### src/rtl/sweep_pkg.sv
package sweep_pkg;
  typedef enum logic [2:0] {
    ST_IDLE   = 3'd0,
    ST_RESET  = 3'd1,
    ST_SETTLE = 3'd2,
    ST_EMIT   = 3'd3,
    ST_NEXT   = 3'd4,
    ST_DONE   = 3'd5
  } sweep_state_t;
endpackage

### src/rtl/sweep_addr_gen.sv
// Nested address counter: low field inner, high field outer.
module sweep_addr_gen #(
  parameter int HI_W = 8,
  parameter int LO_W = 8,
  localparam int ADDR_W = HI_W + LO_W
) (
  input  logic              clk,
  input  logic              rst_n,
  input  logic              clear,
  input  logic              step,
  output logic [ADDR_W-1:0] addr,
  output logic              last
);
  logic [LO_W-1:0] lo_q;
  logic [HI_W-1:0] hi_q;
  logic            lo_wrap;

  assign lo_wrap = &lo_q;

  always_ff @(posedge clk) begin
    if (!rst_n || clear) begin
      lo_q <= '0;
    end else if (step) begin
      lo_q <= lo_q + 1'b1;
    end
  end

  always_ff @(posedge clk) begin
    if (!rst_n || clear) begin
      hi_q <= '0;
    end else if (step && lo_wrap) begin
      hi_q <= hi_q + 1'b1;
    end
  end

  assign addr = {hi_q, lo_q};
  assign last = lo_wrap & (&hi_q);
endmodule

### src/rtl/sweep_sync.sv
// Resynchroniser for the asynchronous select lines; depth chosen by parameter.
module sweep_sync #(
  parameter int W      = 12,
  parameter int STAGES = 2
) (
  input  logic         clk,
  input  logic         rst_n,
  input  logic [W-1:0] d,
  output logic [W-1:0] q
);
  generate
    if (STAGES == 0) begin : g_bypass
      assign q = d;
    end else begin : g_chain
      logic [W-1:0] stg [STAGES];
      always_ff @(posedge clk) begin
        if (!rst_n) stg[0] <= '1;
        else        stg[0] <= d;
      end
      for (genvar i = 1; i < STAGES; i++) begin : g_stage
        always_ff @(posedge clk) begin
          if (!rst_n) stg[i] <= '1;
          else        stg[i] <= stg[i-1];
        end
      end
      assign q = stg[STAGES-1];
    end
  endgenerate
endmodule

### src/rtl/sweep_delay_timer.sv
// Up counter that stops at a limit; clear restarts it from zero.
module sweep_delay_timer #(
  parameter int W = 16
) (
  input  logic         clk,
  input  logic         rst_n,
  input  logic         clear,
  input  logic [W-1:0] limit,
  output logic         expired
);
  logic [W-1:0] cnt_q;

  assign expired = (cnt_q == limit);

  always_ff @(posedge clk) begin
    if (!rst_n || clear) begin
      cnt_q <= '0;
    end else if (!expired) begin
      cnt_q <= cnt_q + 1'b1;
    end
  end
endmodule

### src/rtl/sweep_change_det.sv
// Keeps the previous sample and flags a new pattern (or the first sample).
module sweep_change_det #(
  parameter int W = 12
) (
  input  logic         clk,
  input  logic         rst_n,
  input  logic         arm,
  input  logic         load,
  input  logic [W-1:0] cur,
  output logic         differs
);
  logic [W-1:0] prev_q;
  logic         first_q;

  assign differs = first_q || (cur != prev_q);

  always_ff @(posedge clk) begin
    if (!rst_n) begin
      prev_q  <= '1;
      first_q <= 1'b1;
    end else if (arm) begin
      first_q <= 1'b1;
    end else if (load) begin
      prev_q  <= cur;
      first_q <= 1'b0;
    end
  end
endmodule

### src/rtl/sweep_seq_fsm.sv
module sweep_seq_fsm
  import sweep_pkg::*;
(
  input  logic         clk,
  input  logic         rst_n,
  input  logic         start,
  input  logic         expired,
  input  logic         differs,
  input  logic         last,
  input  logic         rec_ready,
  output sweep_state_t state,
  output logic         tmr_clear,
  output logic         addr_clear,
  output logic         addr_step,
  output logic         arm,
  output logic         load
);
  sweep_state_t st_q, st_d;

  always_comb begin
    st_d       = st_q;
    tmr_clear  = 1'b1;
    addr_clear = 1'b0;
    addr_step  = 1'b0;
    arm        = 1'b0;
    load       = 1'b0;
    case (st_q)
      ST_IDLE, ST_DONE: begin
        if (start) begin
          st_d       = ST_RESET;
          addr_clear = 1'b1;
          arm        = 1'b1;
        end
      end
      ST_RESET: begin
        if (!expired) tmr_clear = 1'b0;
        else          st_d = ST_SETTLE;
      end
      ST_SETTLE: begin
        if (!expired) begin
          tmr_clear = 1'b0;
        end else begin
          load = 1'b1;
          st_d = differs ? ST_EMIT : ST_NEXT;
        end
      end
      ST_EMIT: begin
        if (rec_ready) st_d = ST_NEXT;
      end
      ST_NEXT: begin
        if (last) begin
          st_d = ST_DONE;
        end else begin
          addr_step = 1'b1;
          st_d      = ST_SETTLE;
        end
      end
      default: st_d = ST_IDLE;
    endcase
  end

  always_ff @(posedge clk) begin
    if (!rst_n) st_q <= ST_IDLE;
    else        st_q <= st_d;
  end

  assign state = st_q;
endmodule

### src/rtl/sweep_logger.sv
module sweep_logger
  import sweep_pkg::*;
#(
  parameter int HI_W        = 8,
  parameter int LO_W        = 8,
  parameter int GA_W        = 8,
  parameter int GB_W        = 4,
  parameter int RST_W       = 16,
  parameter int SET_W       = 8,
  parameter int SYNC_STAGES = 2,
  localparam int ADDR_W = HI_W + LO_W,
  localparam int SEL_W  = GA_W + GB_W
) (
  input  logic              clk,
  input  logic              rst_n,
  input  logic              start,
  input  logic [RST_W-1:0]  rst_cycles,
  input  logic [SET_W-1:0]  settle_cycles,
  input  logic [GA_W-1:0]   sel_grp_a_n,
  input  logic [GB_W-1:0]   sel_grp_b_n,
  output logic [ADDR_W-1:0] tgt_addr,
  output logic              tgt_rw,
  output logic              tgt_phi2,
  output logic              tgt_reset_n,
  output logic              rec_valid,
  input  logic              rec_ready,
  output logic [ADDR_W-1:0] rec_addr,
  output logic [SEL_W-1:0]  rec_sel,
  output logic              done
);
  localparam int TMR_W = (RST_W > SET_W) ? RST_W : SET_W;

  sweep_state_t      state;
  logic              tmr_clear, addr_clear, addr_step, arm, load;
  logic              expired, differs, last;
  logic [TMR_W-1:0]  limit;
  logic [SEL_W-1:0]  sel_sync;
  logic [ADDR_W-1:0] rec_addr_q;
  logic [SEL_W-1:0]  rec_sel_q;

  sweep_seq_fsm u_fsm (
    .clk       (clk),
    .rst_n     (rst_n),
    .start     (start),
    .expired   (expired),
    .differs   (differs),
    .last      (last),
    .rec_ready (rec_ready),
    .state     (state),
    .tmr_clear (tmr_clear),
    .addr_clear(addr_clear),
    .addr_step (addr_step),
    .arm       (arm),
    .load      (load)
  );

  sweep_addr_gen #(.HI_W(HI_W), .LO_W(LO_W)) u_addr (
    .clk  (clk),
    .rst_n(rst_n),
    .clear(addr_clear),
    .step (addr_step),
    .addr (tgt_addr),
    .last (last)
  );

  assign limit = (state == ST_RESET) ? TMR_W'(rst_cycles) : TMR_W'(settle_cycles);

  sweep_delay_timer #(.W(TMR_W)) u_tmr (
    .clk    (clk),
    .rst_n  (rst_n),
    .clear  (tmr_clear),
    .limit  (limit),
    .expired(expired)
  );

  sweep_sync #(.W(SEL_W), .STAGES(SYNC_STAGES)) u_sync (
    .clk  (clk),
    .rst_n(rst_n),
    .d    ({sel_grp_b_n, sel_grp_a_n}),
    .q    (sel_sync)
  );

  sweep_change_det #(.W(SEL_W)) u_chg (
    .clk    (clk),
    .rst_n  (rst_n),
    .arm    (arm),
    .load   (load),
    .cur    (sel_sync),
    .differs(differs)
  );

  always_ff @(posedge clk) begin
    if (!rst_n) begin
      rec_addr_q <= '0;
      rec_sel_q  <= '1;
    end else if (load && differs) begin
      rec_addr_q <= tgt_addr;
      rec_sel_q  <= sel_sync;
    end
  end

  assign rec_addr    = rec_addr_q;
  assign rec_sel     = rec_sel_q;
  assign rec_valid   = (state == ST_EMIT);
  assign tgt_phi2    = (state == ST_SETTLE);
  assign tgt_reset_n = (state != ST_RESET);
  assign tgt_rw      = 1'b1;
  assign done        = (state == ST_DONE);
endmodule

### config.mk
export PLATFORM = sky130hd
export DESIGN_NAME = sweep_logger
export DESIGN_NICKNAME = d
export VERILOG_FILES = /design/src/rtl/sweep_pkg.sv /design/src/rtl/sweep_addr_gen.sv /design/src/rtl/sweep_sync.sv /design/src/rtl/sweep_delay_timer.sv /design/src/rtl/sweep_change_det.sv /design/src/rtl/sweep_seq_fsm.sv /design/src/rtl/sweep_logger.sv
export SDC_FILE = /design/constraint.sdc
export NUM_CORES = 1
export LEC_CHECK = 0
export BUFFER_PORTS_ARGS = -buffer_cell sky130_fd_sc_hd__clkbuf_2
export CAP_MARGIN = 20
export CORE_ASPECT_RATIO = 1.25
export CORE_MARGIN = 3
export CORE_UTILIZATION = 55
export CTS_BUF_LIST = sky130_fd_sc_hd__clkbuf_8
export CTS_CLUSTER_SIZE = 25
export DETAILED_ROUTE_END_ITERATION = 12
export PLACE_DENSITY = 0.8
export SLEW_MARGIN = 20
export SYNTH_ARGS = -nofsm -noshare
export SYNTH_HDL_FRONTEND = slang
export SYNTH_SLANG_ARGS = --single-unit
### constraint.sdc
create_clock -name clk -period 6.49 [get_ports clk]
set_clock_uncertainty 0.15 [all_clocks]
set_input_delay 1.298 -clock clk [delete_from_list [all_inputs] [get_ports clk]]
set_output_delay 1.298 -clock clk [all_outputs]
set_load 0.01 [all_outputs]
==> flow_summary.json <==
{
  "viasPerCell": 5.45,
  "grtUsageTotal": 0.206,
  "design_area_sq_um": 5160,
  "setup_violations": 0,
  "row_count": 36,
  "clk_latency_ns": 0.36,
  "wl_per_cell_um": 13.9,
  "crit_path_max_fanout": 28,
  "finalHoldViolCount": 0,
  "r2r_end": "rec_addr[8]",
  "fillers": 651,
  "synthTopCellsByArea": "dfxtp_1, mux2i_1, nand2_1",
  "setup_tns_ns": 0,
  "vias": 3658,
  "routed_wl_um": 9320,
  "io_pins": 89,
  "start_util": 0.572,
  "p_int_w": 0.000869,
  "cts_max_level": 3,
  "synth.net_count": 540,
  "crit_arrival_ns": 4.20,
  "drc_errors": 0,
  "area_growth_pct": 14.4,
  "leakage_nw": 2.07,
  "place_area_sq_um": 4950,
  "clk_path_buf_depth": 2,
  "cts_setup_buffers": 0,
  "synth_most_common_cell": "dfxtp_1",
  "overflow": 0,
  "first_iter_violations": 203,
  "comb_power_share": 0.174,
  "report.final.slew_viol_count": 0,
  "async_flop_share": 0,
  "start_kind": "flip-flop",
  "cp.required_ns": 6.64,
  "min_period_over_period": 0.624,
  "ctsHoldBuffers": 0,
  "antennaDiodeCount": 0,
  "synth_cell_types": 57,
  "synthCells": 497,
  "grt_setup_unrepaired": "no",
  "holdPathStages": 1,
  "period_minus_slack_ns": 4.05,
  "clock-sinks": 100,
  "synth.avg_cell_area_sq_um": 9.08,
  "synth_top_area_frac": 0.444,
  "dp_hpwl_um": 6750,
  "cap_violations": 0,
  "p_sw_frac": 0.315,
  "synth-seq-cells": 100,
  "num-nets-final": 614,
  "coreArea_sq_um": 7880,
  "dieArea_sq_um": 9330,
  "holdPathEnd": "u_sync.g_chain.stg[1][4]",
  "final_util": 0.655,
  "gp_congestion": 0.821,
  "grt_pass1_vias": 3550,
  "port_buffers": 87,
  "clockPowerShare": 0.311,
  "relSlewSlack": 0.302,
  "dominantRegCellSynth": "dfxtp_1",
  "synth_seq_area_share": 0.444,
  "cts_resized": 0,
  "cp-end-kind": "flip-flop",
  "cts_tree": "yes",
  "cellPowerDensity_nw_per_um2": 246,
  "min_from": "u_sync.g_chain.stg[0][4]",
  "grt_max_degree": 87,
  "antenna_found_initial": 0,
  "yosysTopAreaCell": "dfxtp_1",
  "root_buffer": "clkbuf_8",
  "reg2reg_depth": 8,
  "fp.dieH_um": 107,
  "yosysWarnings": 0,
  "layout-drive-gt1-share": 0.205,
  "critPathKind": "flip-flop to flip-flop",
  "die_w_um": 87.0,
  "regToRegSetupSlack_ns": 2.44,
  "holdCritPathClass": "flip-flop to flip-flop",
  "status": "completed",
  "drt_pass1_iterations": 4,
  "total_power_w": 0.00127,
  "worstMarginPinSlew_ns": 1.04,
  "clkTransAtPathRegs_ns": 0.11,
  "cts_made_buffers": 9,
  "fmax_mhz": 247,
  "seqPwrFrac": 0.515,
  "r2r_start": "u_fsm.state[0]",
  "synth_edf_count": 0,
  "ant_nets": 0,
  "syn-cell-area_sq_um": 4510,
  "synthTopCellsByCount": "dfxtp_1, nand2_1, nor2_1",
  "grt_pass1_wl_um": 15800,
  "power_switching_w": 0.000400,
  "peakVddDrop_mv": 0.163
}
## sequential cells by signal, indices dropped and copies added, names as in the netlist
name,flops
rec_addr,16
rec_sel,12
u_addr.hi_q,8
u_addr.lo_q,8
u_chg.first_q,1
u_chg.prev_q,12
u_fsm.state,3
u_sync.g_chain.stg,24
u_tmr.cnt_q,16
## cells in the final DEF (no fill, tap or decap), types with 4 or more instances in the layout
cell type  Yosys  routed
a21oi_1       11      11
a31oi_1        5       5
and3_1         7       7
clkbuf_2       1      87
clkbuf_8       0       9
dfxtp_1      100     100
inv_1         22      22
mux2i_1       36      36
nand2_1       60      60
nand2b_1      30      30
nand3_1       19      19
nand4_1       13      13
nor2_1        42      42
nor2b_1        6       6
nor4bb_1       4       4
o211ai_1      12      12
o21ai_0        7       7
o32ai_1        4       4
or3_1          6       6
xnor2_1       18      18
xor2_1        23      23
## metal layers
metal  GRT usage  part of all wire  up-vias
met4      0.0557             0.014        0
met3      0.0436             0.052       15
met5           0                 0        -
met2       0.364              0.50       88
met1       0.250              0.43     1709
li1            -                 -     1846
## critical path, stage by stage, from the launching register on
cell	delay [ns]
dfxtp_1	0.56
nor3b_2	0.91
mux2i_1	0.22
a2111oi_0	0.51
nand3b_1	0.26
nor3_4	0.54
and2_1	0.21
buf_4	0.36
mux2i_1	0.25
## final cells by class
cell class	count	area, sq um	area share
flip-flops and latches	100	2000	0.388
multi-input cells	348	2290	0.443
repair buffers	89	450	0.0873
inverters	23	91.3	0.0177
clock inverters	7	86.3	0.0167
clock buffers	9	124	0.0240
well taps	95	119	0.0230
## through the flow
step | instances | setup slack [ns] | hold slack (ns)
detailed placement | 655 | 2.46 | 0.241
global placement | 655 | 2.62 | 0.240
floorplan | 497 | 3.14 | 0.236
global route | 671 | 2.10 | 0.291
finish | 671 | 2.44 | 0.266
CTS | 671 | 2.44 | 0.269
## power by group through the flow
stage               Clock, W  Sequential (W)  Combinational [W]
global route        0.000431        0.000658           0.000244
CTS                 0.000405        0.000654           0.000222
detailed placement         0        0.000668           0.000221
global placement           0        0.000666           0.000212
finish              0.000395        0.000654           0.000221
floorplan                  0        0.000653           0.000189
## worst max-delay path by stage
stage	start	to	slack, ns
finish	u_fsm.state[0]	rec_addr[8]	2.44
global route	u_fsm.state[0]	rec_sel[6]	2.10
floorplan	settle_cycles[3]	u_fsm.state[0]	3.14
detailed placement	u_fsm.state[0]	rec_addr[8]	2.46
global placement	rst_cycles[11]	rec_addr[14]	2.62
CTS	u_fsm.state[0]	u_chg.prev_q[9]	2.44
## logic make-up after synthesis
| group | after synthesis | share of synthesized area |
|---|---|---|
| simple gates | 207 | 0.239 |
| flops | 100 | 0.444 |
| compound gates | 60 | 0.0968 |
| buf+inv | 49 | 0.0519 |
| xor+xnor | 41 | 0.0796 |
| mux | 36 | 0.0799 |
| fa+ha+maj | 3 | 0.00832 |
| other cells | 1 | 0.000831 |
Power figures use the tool's default switching activity.
